===== src/rtl/ws_pkg.sv =====
package ws_pkg;
   typedef enum logic {
      PRI_ROTATE = 1'b0,
      PRI_FIXED  = 1'b1
   } pri_mode_e;
endpackage


===== src/rtl/ws_scoreboard.sv =====
module ws_scoreboard #(
   parameter int NW = 16,
   parameter int NR = 16,
   localparam int WW = (NW > 1) ? $clog2(NW) : 1,
   localparam int RW = (NR > 1) ? $clog2(NR) : 1
) (
   input  logic             clk,
   input  logic             rst_n,
   input  logic             set_en,
   input  logic [WW-1:0]    set_warp,
   input  logic [RW-1:0]    set_reg,
   input  logic             clr_en,
   input  logic [WW-1:0]    clr_warp,
   input  logic [RW-1:0]    clr_reg,
   output logic [NW*NR-1:0] busy_flat
);
   for (genvar w = 0; w < NW; w++) begin : g_row
      logic [NR-1:0] row_q;
      always_ff @(posedge clk) begin
         if (!rst_n) begin
            row_q <= '0;
         end else begin
            if (clr_en && clr_warp == WW'(w)) row_q[clr_reg] <= 1'b0;
            if (set_en && set_warp == WW'(w)) row_q[set_reg] <= 1'b1;
         end
      end
      assign busy_flat[w*NR +: NR] = row_q;
   end
endmodule


===== src/rtl/ws_picker.sv =====
module ws_picker #(
   parameter int NW = 16,
   localparam int WW = (NW > 1) ? $clog2(NW) : 1
) (
   input  logic          clk,
   input  logic          rst_n,
   input  logic [NW-1:0] req,
   input  ws_pkg::pri_mode_e mode,
   input  logic          advance,
   output logic          any,
   output logic [WW-1:0] idx
);
   logic [WW-1:0] last_q;

   function automatic int scan_pos(input int i, input logic [WW-1:0] last, input logic fixed);
      if (fixed) return i;
      return (int'(last) + 1 + i) % NW;
   endfunction

   always_comb begin
      any = 1'b0;
      idx = '0;
      for (int i = NW - 1; i >= 0; i--) begin
         if (req[scan_pos(i, last_q, mode == ws_pkg::PRI_FIXED)]) begin
            any = 1'b1;
            idx = WW'(scan_pos(i, last_q, mode == ws_pkg::PRI_FIXED));
         end
      end
   end

   always_ff @(posedge clk) begin
      if (!rst_n)                last_q <= WW'(NW - 1);
      else if (advance && any)   last_q <= idx;
   end
endmodule


===== src/rtl/ws_beat_seq.sv =====
module ws_beat_seq #(
   parameter int NW    = 16,
   parameter int IW    = 32,
   parameter int BEATS = 4,
   localparam int WW = (NW > 1) ? $clog2(NW) : 1,
   localparam int BW = (BEATS > 1) ? $clog2(BEATS) : 1
) (
   input  logic          clk,
   input  logic          rst_n,
   input  logic          win_any,
   input  logic [WW-1:0] win_idx,
   input  logic [IW-1:0] win_instr,
   output logic          slot_open,
   output logic          busy,
   output logic [BW-1:0] beat,
   output logic [WW-1:0] warp,
   output logic [IW-1:0] instr,
   output logic          stall
);
   localparam logic [BW-1:0] LAST = BW'(BEATS - 1);

   assign slot_open = rst_n && (!busy || beat == LAST);

   always_ff @(posedge clk) begin
      if (!rst_n) begin
         busy  <= 1'b0;
         beat  <= '0;
         warp  <= '0;
         instr <= '0;
         stall <= 1'b0;
      end else if (slot_open) begin
         beat <= '0;
         if (win_any) begin
            busy  <= 1'b1;
            warp  <= win_idx;
            instr <= win_instr;
            stall <= 1'b0;
         end else begin
            busy  <= 1'b0;
            stall <= 1'b1;
         end
      end else begin
         beat <= beat + 1'b1;
      end
   end
endmodule


===== src/rtl/warp_issue_sched.sv =====
module warp_issue_sched #(
   parameter int NUM_WARPS = 16,
   parameter int NUM_REGS  = 16,
   parameter int INSTR_W   = 32,
   parameter int WARP_SIZE = 32,
   parameter int LANES     = 8,
   localparam int BEATS = WARP_SIZE / LANES,
   localparam int WW = (NUM_WARPS > 1) ? $clog2(NUM_WARPS) : 1,
   localparam int RW = (NUM_REGS > 1) ? $clog2(NUM_REGS) : 1,
   localparam int BW = (BEATS > 1) ? $clog2(BEATS) : 1
) (
   input  logic                    clk,
   input  logic                    rst_n,
   input  logic [NUM_WARPS-1:0]    warp_valid,
   input  logic [NUM_WARPS*INSTR_W-1:0] instr_flat,
   input  logic [NUM_WARPS*RW-1:0] src_a_flat,
   input  logic [NUM_WARPS*RW-1:0] src_b_flat,
   input  logic [NUM_WARPS*RW-1:0] dst_flat,
   input  logic                    wb_valid,
   input  logic [WW-1:0]           wb_warp,
   input  logic [RW-1:0]           wb_reg,
   input  logic                    prio_mode,
   output logic [NUM_WARPS-1:0]    warp_ack,
   output logic                    issue_valid,
   output logic [WW-1:0]           issue_warp,
   output logic [INSTR_W-1:0]      issue_instr,
   output logic [BW-1:0]           issue_beat,
   output logic                    idle
);
   if (WARP_SIZE % LANES != 0) begin : g_bad_lanes
      $error("WARP_SIZE must be a multiple of LANES");
   end
   if (NUM_REGS != (1 << RW) || NUM_WARPS != (1 << WW)) begin : g_bad_pow2
      $error("NUM_REGS and NUM_WARPS must be powers of two");
   end
   if (NUM_WARPS < 2) begin : g_bad_pool
      $error("NUM_WARPS must be at least 2");
   end

   logic [NUM_WARPS*NUM_REGS-1:0] busy_flat;
   logic [NUM_WARPS-1:0]          ready;
   logic                          win_any;
   logic [WW-1:0]                 win_idx;
   logic                          slot_open;
   logic                          take;

   for (genvar w = 0; w < NUM_WARPS; w++) begin : g_ready
      logic [NUM_REGS-1:0] row;
      assign row = busy_flat[w*NUM_REGS +: NUM_REGS];
      assign ready[w] = warp_valid[w]
                      & ~row[src_a_flat[w*RW +: RW]]
                      & ~row[src_b_flat[w*RW +: RW]]
                      & ~row[dst_flat[w*RW +: RW]];
   end

   assign take     = slot_open & win_any;
   assign warp_ack = take ? (NUM_WARPS'(1) << win_idx) : '0;

   ws_scoreboard #(.NW(NUM_WARPS), .NR(NUM_REGS)) u_sb (
      .clk       (clk),
      .rst_n     (rst_n),
      .set_en    (take),
      .set_warp  (win_idx),
      .set_reg   (dst_flat[win_idx*RW +: RW]),
      .clr_en    (wb_valid),
      .clr_warp  (wb_warp),
      .clr_reg   (wb_reg),
      .busy_flat (busy_flat)
   );

   ws_picker #(.NW(NUM_WARPS)) u_pick (
      .clk     (clk),
      .rst_n   (rst_n),
      .req     (ready),
      .mode    (ws_pkg::pri_mode_e'(prio_mode)),
      .advance (slot_open),
      .any     (win_any),
      .idx     (win_idx)
   );

   ws_beat_seq #(.NW(NUM_WARPS), .IW(INSTR_W), .BEATS(BEATS)) u_seq (
      .clk       (clk),
      .rst_n     (rst_n),
      .win_any   (win_any),
      .win_idx   (win_idx),
      .win_instr (instr_flat[win_idx*INSTR_W +: INSTR_W]),
      .slot_open (slot_open),
      .busy      (issue_valid),
      .beat      (issue_beat),
      .warp      (issue_warp),
      .instr     (issue_instr),
      .stall     (idle)
   );
endmodule


===== config.mk =====
export PLATFORM = sky130hd
export DESIGN_NAME = warp_issue_sched
export DESIGN_NICKNAME = d
export VERILOG_FILES = /design/src/rtl/ws_pkg.sv /design/src/rtl/ws_scoreboard.sv /design/src/rtl/ws_picker.sv /design/src/rtl/ws_beat_seq.sv /design/src/rtl/warp_issue_sched.sv
export SDC_FILE = /design/constraint.sdc
export NUM_CORES = 1
export LEC_CHECK = 0
export BUFFER_PORTS_ARGS = -buffer_cell sky130_fd_sc_hd__buf_2
export CAP_MARGIN = 20
export CELL_PAD_IN_SITES_DETAIL_PLACEMENT = 1
export CELL_PAD_IN_SITES_GLOBAL_PLACEMENT = 2
export CORE_AREA = 2 2 304 306
export DETAILED_ROUTE_END_ITERATION = 6
export DIE_AREA = 0 0 306 308
export GPL_ROUTABILITY_DRIVEN = 0
export PLACE_DENSITY_LB_ADDON = 0.1
export SLEW_MARGIN = 10
export SYNTH_ARGS = -nofsm -noshare
export SYNTH_HDL_FRONTEND = slang
export SYNTH_HIERARCHICAL = 1
export SYNTH_SLANG_ARGS = --single-unit

===== constraint.sdc =====
create_clock -name clk -period 9.11 [get_ports clk]
set_clock_uncertainty 0.05 [all_clocks]
set_input_delay 1.3665 -clock clk [delete_from_list [all_inputs] [get_ports clk]]
set_output_delay 1.3665 -clock clk [all_outputs]
set_load 0.03 [all_outputs]

## Word-level counts from Yosys, hierarchy flattened

Cells that the tools add are included.

| word-level totals | value |
|---|---|
| bits of input ports | 732 |
| flip-flop bits (word level) | 300 |
| output and inout port bits | 56 |
| logic and storage cells | 641 |

| cells by class | value |
|---|---|
| $lt $le $gt $ge | 68 |
| reduce and logical (&&, ||, !) cells | 58 |
| add/subtract/negate cells | 17 |
| shifts and indexed selects | 3 |
| equal/unequal tests | 31 |
| mux-type cells | 295 |
| bitwise logic cells | 147 |

Operators by type and width:

| operator | number |
|---|---|
| 16-bit two-way mux | 49 |
| 32-bit by 6-bit less-than comparator with 1-bit output (second input constant) | 16 |
| 32-bit two-way mux | 16 |
| 512-bit by 10-bit variable part select with 32-bit output | 1 |
| 32-bit by 5-bit adder with 32-bit output (second input constant) | 8 |
| 16-bit AND | 16 |
| 1-bit binary-select mux with 4-bit select | 64 |
| 16-bit OR | 16 |
| 4-bit by 5-bit less-than comparator with 1-bit output (second input constant) | 50 |
| 4-bit two-way mux | 40 |
| 32-bit by 4-bit adder with 32-bit output (second input constant) | 4 |
| 1-bit two-way mux | 118 |
| 32-bit by 3-bit adder with 32-bit output (second input constant) | 2 |
| 1-bit AND | 64 |
| 4-bit equality test (second input constant) | 16 |
| 4-bit OR reduction | 16 |
| 64-bit by 7-bit variable part select with 4-bit output | 1 |
| 1-bit inverter | 49 |
| 1-bit logical AND | 36 |
| 32-bit by 2-bit adder with 32-bit output (second input constant) | 1 |
| 4-bit by 3-bit equality test with 1-bit output (second input constant) | 8 |
| 4-bit by 2-bit equality test with 1-bit output (second input constant) | 4 |
| 16-bit inverter | 1 |
| 1-bit by 4-bit left shift with 16-bit output (first input constant) | 1 |
| other kinds (14) | 22 |

## Depth between registers and ports, before layout

Gate-level depths: netlist of run 1.

| depth | value |
|---|---|
| word-level depth | 34 |
| gate-level depth with buffers | 26 |
| mapped depth without buffers | 20 |

## By module

The synthesis of run 1 kept the hierarchy.

By module, submodules not included:

| module | cells each | area each (um^2) | seq. area each (um^2) | times used |
|---|---|---|---|---|
| warp_issue_sched | 775 | 10691.5 | 0.0 | 1 |
| ws_scoreboard | 1018 | 10318.6 | 5124.9 | 1 |
| ws_picker | 323 | 2348.5 | 80.1 | 1 |
| ws_beat_seq | 172 | 1636.6 | 800.8 | 1 |

## Least setup slack after synthesis of run 1

No wires, ideal clock.

| timing | value |
|---|---|
| path type | input-to-output |
| start point | input port src_b_flat[26] |
| end point | output port warp_ack[0] |
| data required time | 7694 ps |
| stages | 18 |
| setup slack | 1407 ps |
| arrival | 6287 ps |
| cell sequence | clkbuf_1 > mux2i_1 > o22ai_1 > or4_1 > nor4_1 > mux2i_1 > mux4_2 > nor3_1 > or2_1 > buf_6 > nor2_1 > nand2_1 > a31oi_1 > a211oi_1 > o21ai_0 > buf_1 > or3b_2 > nor3_1 |

| between the ends | value |
|---|---|
| longest elaborated chain between the ends | 26 |
| elaborated cells on any way between the ends | 88 |
| classes of those cells | shift: 1; mux: 83; bitwise: 4 |

Ends and longest elaborated chain:

| what | line | RTL |
|---|---|---|
| from (decl) | warp_issue_sched.sv:17 | `input logic [NUM_WARPS*RW-1:0] src_b_flat,` |
| 1-bit binary-select mux with 4-bit select (*) | warp_issue_sched.sv:52 | `& ~row[src_b_flat[w*RW +: RW]]` |
| 1-bit two-way mux (implied by the code) (*) | warp_issue_sched.sv:52 |  |
| 1-bit inverter (*) | warp_issue_sched.sv:52 |  |
| 1-bit AND (*) | warp_issue_sched.sv:52 |  |
| 1-bit AND (*) | warp_issue_sched.sv:53 | `& ~row[dst_flat[w*RW +: RW]];` |
| named net ready[6] | warp_issue_sched.sv:41 | `logic [NUM_WARPS-1:0] ready;` |
| 1-bit binary-select mux with 4-bit select | ws_picker.sv:24 | `if (req[scan_pos(i, last_q, mode == ws_pkg::PRI_FIXED)]) begin` |
| 1-bit two-way mux (implied by the code) (2 in series) | ws_picker.sv:24 |  |
| 4-bit two-way mux (15 in series) | ws_picker.sv:24 |  |
| 4-bit two-way mux (*) | ws_picker.sv:24 |  |
| named net win_idx[2] | warp_issue_sched.sv:43 | `logic [WW-1:0] win_idx;` |
| 1-bit by 4-bit left shift with 16-bit output (*) | warp_issue_sched.sv:57 | `assign warp_ack = take ? (NUM_WARPS'(1) << win_idx) : '0;` |
| 16-bit two-way mux (*) | warp_issue_sched.sv:57 |  |
| to (decl) | warp_issue_sched.sv:23 | `output logic [NUM_WARPS-1:0] warp_ack,` |

The timed path passes the listed nets; every way through them passes the cells marked *. The select of a mux whose other input is x is not followed.

## Final worst setup path of run 1

| timing | value |
|---|---|
| start point | input port dst_flat[24] |
| end point | output port warp_ack[4] |

| between the ends | value |
|---|---|
| longest elaborated chain between the ends | 25 |
| elaborated cells on any way between the ends | 87 |
| classes of those cells | shift: 1; mux: 83; bitwise: 3 |

Ends and longest elaborated chain:

| what | line | RTL |
|---|---|---|
| from (decl) | warp_issue_sched.sv:18 | `input logic [NUM_WARPS*RW-1:0] dst_flat,` |
| 1-bit binary-select mux with 4-bit select (*) | warp_issue_sched.sv:53 |  |
| 1-bit two-way mux (implied by the code) (*) | warp_issue_sched.sv:53 |  |
| 1-bit inverter (*) | warp_issue_sched.sv:53 |  |
| 1-bit AND (*) | warp_issue_sched.sv:53 |  |
| named net ready[6] | warp_issue_sched.sv:41 |  |
| 1-bit binary-select mux with 4-bit select | ws_picker.sv:24 |  |
| 1-bit two-way mux (implied by the code) (2 in series) | ws_picker.sv:24 |  |
| 4-bit two-way mux (15 in series) | ws_picker.sv:24 |  |
| 4-bit two-way mux (*) | ws_picker.sv:24 |  |
| named net win_idx[0] | warp_issue_sched.sv:43 |  |
| 1-bit by 4-bit left shift with 16-bit output (*) | warp_issue_sched.sv:57 |  |
| 16-bit two-way mux (*) | warp_issue_sched.sv:57 |  |

Marks and branches as above.

==> flow_summary.toml, run 1 <==
[run_status]
outcome = "finished, final reports clean"

[clock_tree]
htree_levels = 2
cts_tree = "built"
cts_hold_buf = 0
clk_pin_slew_worst_paths_ns = 0.06
cts-root-buf = "clkbuf_16"
cts_setup_buffers = 0
cts.path.max_buffers = 3
cts_resized = 0
cts.sinks = 300
cts_made_buffers = 42
clkLatencyLatePin_ns = 0.60

[route]
num_vias = 26600
first_iter_violations = 2593
vias_per_cell = 6.26
route.detailed.drc = 0
first_pass_iters = 5
wl_per_cell_um = 37.7
ant_nets = 0
wirelength_um = 160000

[synth]
synthesis.nets = 3023
synth_top_family_by_area = "multiplexers"
synth_xor_area_frac = 0.00576
syn_area_per_cell_um2 = 10.9
synth-simple-area-share = 0.140
ys_types = 94
synth_ff_type = "dfxtp_1"
synth_cells = 2288
synth_compound_area_frac = 0.174
synth-edff-count = 0
synth-seq-area-share = 0.240
synth_mux_area_frac = 0.387
synth_area_um2 = 25000
yosys_warnings = 6
async_flop_share = 0
synth_adder_area_share = 0.00150
synth-seq-cells = 300

[sta]
drv_slew = 0
setup_tns_ns = 0
max_slew.worst_pin.slew_ns = 1.14
rsz0062_at_grt = "false"
finalWorstSetupSlack_ns = 1.01
fmax_ghz = 0.123
layout_min_cycle_time_ns = 8.10
hold_violations = 0
slew_headroom = 0.236
fin_crit_sh = 0.890
setup_violations = 0

[power_and_ir_drop]
p_switching_mw = 7.46
power_frac_comb = 0.769
pwr-share-clk = 0.127
leakage_nw = 11.9
switching_share = 0.489
ir_worst_vdd_mv = 0.498
sequentialPowerShare = 0.104
p_int_mw = 7.80
power_density_nw_per_um2 = 481

[finish]
final_nets = 3723
seqCellArea_um2 = 6010
final_common_cell = "buf_2"
n_fill_cell = 10300
syn_to_final_growth_pct = 27.1
layout_common_cells = "buf_2 (786), mux4_2 (348), dfxtp_1 (300), nand2_1 (149), mux2i_1 (146)"
layout-drive-gt1-share = 0.462
multi_input_area_um2 = 17800

[floorplan]
io_pins = 788
die_area_um2 = 94200
die_h_um = 308
core_area_um2 = 91000
num_rows = 111
initial_utilization = 0.275
die-width_um = 306

[global_routing]
grt_max_degree = 97
grt_pass1_vias = 26900
grt_first_pass_wirelength_um = 219000
grt.overflow.total = 0
grt_use_total = 0.328
antenna_found_initial = 83

[placed_design]
pre_cts_ws_ns = 1.05
dpl.hpwl_um = 129000
portBuffers = 787

[run]
maxCapViolCount = 0

[setup_path]
startpoint_type = "input pin"
cp_max_fo = 15
crit_type = "in2out"
endpoint_kind = "output pin"
worstPathArrival_ns = 6.69
r2r_setup_slack_ns = 1.83
cp_data_required_time_ns = 7.69

[min_path]
hold_path_class = "reg2reg"
[critical path: stages]
cell and delay (ns):
buf_2 0.26, mux2i_1 0.12, or4b_2 0.62, nand4_1 0.14
nor4_2 0.06, buf_4 0.19, nand2_1 0.07, o21ai_0 0.07
o221ai_1 0.40, o21ai_0 0.27, mux2i_1 0.56, o211ai_1 0.22
a31oi_1 0.32, o221ai_1 0.18, o21ai_0 0.45, nand2_4 0.32
buf_4 0.34, nor3_1 0.40, buf_2 0.28
[flip-flops by register name (all words and copies together), names as in the netlist]
| register | cells |
|---|---|
| u_seq/stall | 1 |
| u_seq/instr | 32 |
| u_pick/last_q | 4 |
| u_sb/g_row.row_q | 256 |
| u_seq/busy | 1 |
| u_seq/warp | 4 |
| u_seq/beat | 2 |
[path summary, 6_finish.rpt]
check / from / endpoint / depth (start not counted)
hold reg to reg: u_seq/instr[1] / u_seq/instr[1] / 2
setup / recovery: dst_flat[24] / warp_ack[4] / 19
hold / removal: u_seq/instr[1] / u_seq/instr[1] / 2
setup reg to reg: u_pick/last_q[0] / u_sb/g_row[14].row_q[3] / 19
[area by class of cell]
type	instances	area share
Timing Repair Buffer	877	0.148
Clock inverter	27	0.0144
Clock buffer	51	0.0364
Multi-Input combinational cell	1740	0.559
Inverter	27	0.00319
Antenna cell	39	0.00307
Tap cell	1186	0.0467
Sequential cell	300	0.189
[through the flow]
step | instance area [um^2] | hold slack, ns | power, mW | std cells | utilization
final | 31800 | 0.409 | 15.3 | 4247 | 0.349
after global routing | 31700 | 0.431 | 16.0 | 4237 | 0.349
after CTS | 31700 | 0.412 | 15.2 | 4208 | 0.348
after detailed placement | 30100 | 0.398 | 13.2 | 4130 | 0.330
after global placement | 30000 | 0.389 | 13.1 | 4127 | 0.330
after floorplan | 25000 | 0.417 | 9.66 | 2288 | -
[synth_stat cells, types with 10 or more instances]
master / instances / area (um^2)
mux2_2: 24 / 270
mux2i_1: 146 / 1460
nor3_1: 28 / 140
o311ai_0: 68 / 596
nand3b_1: 37 / 278
nor2b_1: 18 / 113
nand2b_1: 13 / 81.3
o21ai_1: 80 / 400
buf_6: 23 / 259
nand4_1: 17 / 106
o22ai_1: 13 / 81.3
buf_4: 15 / 113
clkbuf_1: 123 / 462
nand3_1: 144 / 721
o21ai_0: 108 / 541
inv_1: 27 / 101
a31oi_1: 12 / 75.1
mux4_2: 348 / 7840
a211oi_1: 15 / 113
buf_1: 11 / 41.3
dfxtp_1: 300 / 6010
a21oi_1: 10 / 50.1
a32o_1: 96 / 961
o311ai_1: 95 / 832
buf_2: 42 / 210
nand2_1: 151 / 567
nor2_1: 93 / 349
[layer usage]
layer	wire (um)	vias to the layer above	global-route usage
met4	10300	30	0.196
met2	74200	1350	0.523
met5	209	-	0.00258
met1	62800	13800	0.403
li1	-	11100	-
met3	12600	312	0.0800
[power by group through the flow]
stage	clock network [mW]	registers, mW	logic, mW
final	1.94	1.58	11.7
after global routing	2.01	1.60	12.3
after CTS	1.96	1.58	11.7
after detailed placement	0	1.61	11.6
after global placement	0	1.61	11.5
after floorplan	0	1.63	8.03
[cell families (layout without fill, tap and decap cells)]
group                    count (synthesis)  after routing
AND/OR/NAND/NOR                        620            620
buffers and inverters                  248            982
XOR/XNOR                                13             13
flip-flops                             300            300
adder cells (fa/ha/maj)                  3              3
other                                    0             39
multiplexers                           525            525
AO/OA/AOI/OAI                          579            579
No activity file was read; power rests on OpenSTA's default activity.
==> run 2: changes to the inputs <==
CORE_AREA = 2 2 306 308   (was 2 2 304 306)
DIE_AREA = 0 0 308 310   (was 0 0 306 308)
SYNTH_HIERARCHICAL = not set   (was 1)
==> run 2 against run 1 <==
Die area up 1.3%. Final area up 5.2%. Critical endpoint is now warp_ack[0]. Sequential cell count unchanged. Synthesized cell count up 40%. Synthesized area up 6.8%.
==> flow_summary.toml, run 2 <==
[run_status]
outcome = "finished, final reports clean"

[synth]
synth_adder_area_share = 0.00328
yosysTopAreaCell = "dfxtp_1"
synth_ff_type = "dfxtp_1"
async_flop_share = 0
synth_mux_area_frac = 0.199
synth_common_cells = "nand2_1 (553), dfxtp_1 (300), clkbuf_1 (228)"
synthesis.nets = 3931
synth-edff-count = 0
synth-simple-area-share = 0.212
synth_compound_area_frac = 0.296
synth_cells = 3192
syn_area_per_cell_um2 = 8.36
synth-seq-area-share = 0.225
yosysTopAreaCellShare = 0.225
yosys_warnings = 0
synth_area_um2 = 26700
synth.most_common_cell = "nand2_1"
synth-seq-cells = 300
synth_top_family_by_area = "compound AO/OA/AOI/OAI gates"
synth_xor_area_frac = 0.00530
synthTopCellsByArea = "dfxtp_1 (22%), mux4_2 (13%), nand2_1 (7.8%)"
ys_types = 98

[route]
num_vias = 32400
vias_per_cell = 6.35
first_iter_violations = 3409
wl_per_cell_um = 34.5
first_pass_iters = 6
ant_nets = 0
wirelength_um = 176000
route.detailed.drc = 0

[global_routing]
grt_first_pass_wirelength_um = 244000
grt_pass1_vias = 32500
grt.overflow.total = 0
antenna_found_initial = 40
grt_max_degree = 227
grt_use_total = 0.353

[setup_path]
endpoint_kind = "output pin"
crit_type = "in2out"
cp_cell_sequence = "buf_2 -> mux4_2 -> mux4_2 -> or4_1 -> nor3_2 -> nor4_1 -> nor4_4 -> mux2i_1 -> o211a_1 -> o311a_1 -> nor4_4 -> o221ai_4 -> nor3_1 -> buf_4 -> nand2_1 -> inv_1 -> buf_2"
critPathSlowestCell = "or4_1"
cp_data_required_time_ns = 7.69
cp_max_fo = 8
startpoint_type = "input pin"
cp.buffers_inverters = 4
critPathTopFamily = "simple AND/OR/NAND/NOR gates"
cp_slowest_stage_delay_ns = 0.77
worstPathArrival_ns = 7.15

[finish]
reg_top3 = "u_sb.g_row.row_q x256, u_seq.instr x32"
top_register = "u_sb.g_row.row_q"
final_common_cell = "buf_2"
syn_to_final_growth_pct = 25.1
largest_reg_flops = 256
final_nets = 4605
layout-drive-gt1-share = 0.334
layout_common_cells = "buf_2 (787), nand2_1 (553), dfxtp_1 (300), o211ai_1 (219), o21ai_0 (166)"

[placed_design]
dpl.hpwl_um = 140000
portBuffers = 787
pre_cts_ws_ns = 0.650

[floorplan]
die-width_um = 308
io_pins = 788
num_rows = 112
initial_utilization = 0.289
die_h_um = 310
core_area_um2 = 92500
die_area_um2 = 95500

[sta]
setup_violations = 0
layout_min_cycle_time_ns = 8.56
slew_headroom = 0.101
finalWorstSetupSlack_ns = 0.548
setup_tns_ns = 0
max_slew.worst_pin.slew_ns = 1.35
fin_crit_sh = 0.940
rsz0062_at_grt = "false"
hold_violations = 0
drv_slew = 0
fmax_ghz = 0.117

[clock_tree]
cts_resized = 0
htree_levels = 2
cts_tree = "built"
cts_setup_buffers = 0
cts.sinks = 300
cts-root-buf = "clkbuf_16"
cts.path.max_buffers = 3
clkLatencyLatePin_ns = 0.57
clk_pin_slew_worst_paths_ns = 0.05
cts_hold_buf = 0
cts_made_buffers = 39

[run]
maxCapViolCount = 0

[min_path]
hold_path_class = "reg2reg"
==> run 2: cell count changes in the layout (fill, tap and decap cells not counted), moves of 63 or more <==
cell and change:
a311oi_1 +131, nand2_1 +404, o311ai_0 -65, o31ai_1 +87, o311ai_1 -95, o21ai_1 -70
o21a_1 +65, o211ai_1 +212, a211oi_1 +63, mux4_2 -197
==> run 2: per-layer routing <==
layer  share of wire  track usage  routed length (um)
met1            0.41        0.461               71800
met2            0.45        0.558               79600
met3           0.088       0.0742               15500
met4           0.051        0.161                8890
met5         0.00051            0                  89
==> run 2: stage by stage <==
stage	instances	instance area (um^2)	hold WS, ns	utilization
after global routing	5097	33400	0.441	0.361
after global placement	5014	31900	0.386	0.345
after floorplan	3192	26700	0.421	-
after detailed placement	5019	32000	0.395	0.346
after CTS	5085	33300	0.408	0.360
final	5101	33400	0.399	0.361
==> run 2: area by class of cell <==
| cell class | instances | area (um^2) |
|---|---|---|
| fill | 11200 | 59100 |
| sequential | 300 | 6010 |
| multi-input combinational | 2554 | 19200 |
| timing repair buffer | 931 | 5180 |
| tap | 1197 | 1500 |
| clock inverter | 16 | 231 |
| inverter | 40 | 150 |
| antenna | 13 | 32.5 |
| clock buffer | 50 | 1110 |
==> run 2: final timing paths <==
kind,from,end,slack (ns),cells past startpoint
worst max register to register,u_pick.last_q[0],u_sb.g_row[2].row_q[14],1.30,21
worst min register to register,u_seq.beat[0],u_seq.beat[0],0.40,1
worst min-delay path,u_seq.beat[0],u_seq.beat[0],0.40,1
worst max-delay path,dst_flat[37],warp_ack[0],0.55,17
==> run 2: kinds of logic (layout without fill, tap and decap cells) <==
| group | count (synthesis) | in the layout |
|---|---|---|
| other | 0 | 13 |
| muxes | 320 | 320 |
| DFF | 300 | 300 |
| and+or+nand+nor | 1158 | 1158 |
| buffers and inverters | 338 | 1037 |
| adders and majority gates | 7 | 7 |
| xor gates and xnor gates | 13 | 13 |
| AOI/OAI and AO/OA | 1056 | 1056 |
Power of run 2 is not shown: default switching activity piles up to over one toggle a cycle in this logic, so the estimate is an artifact.
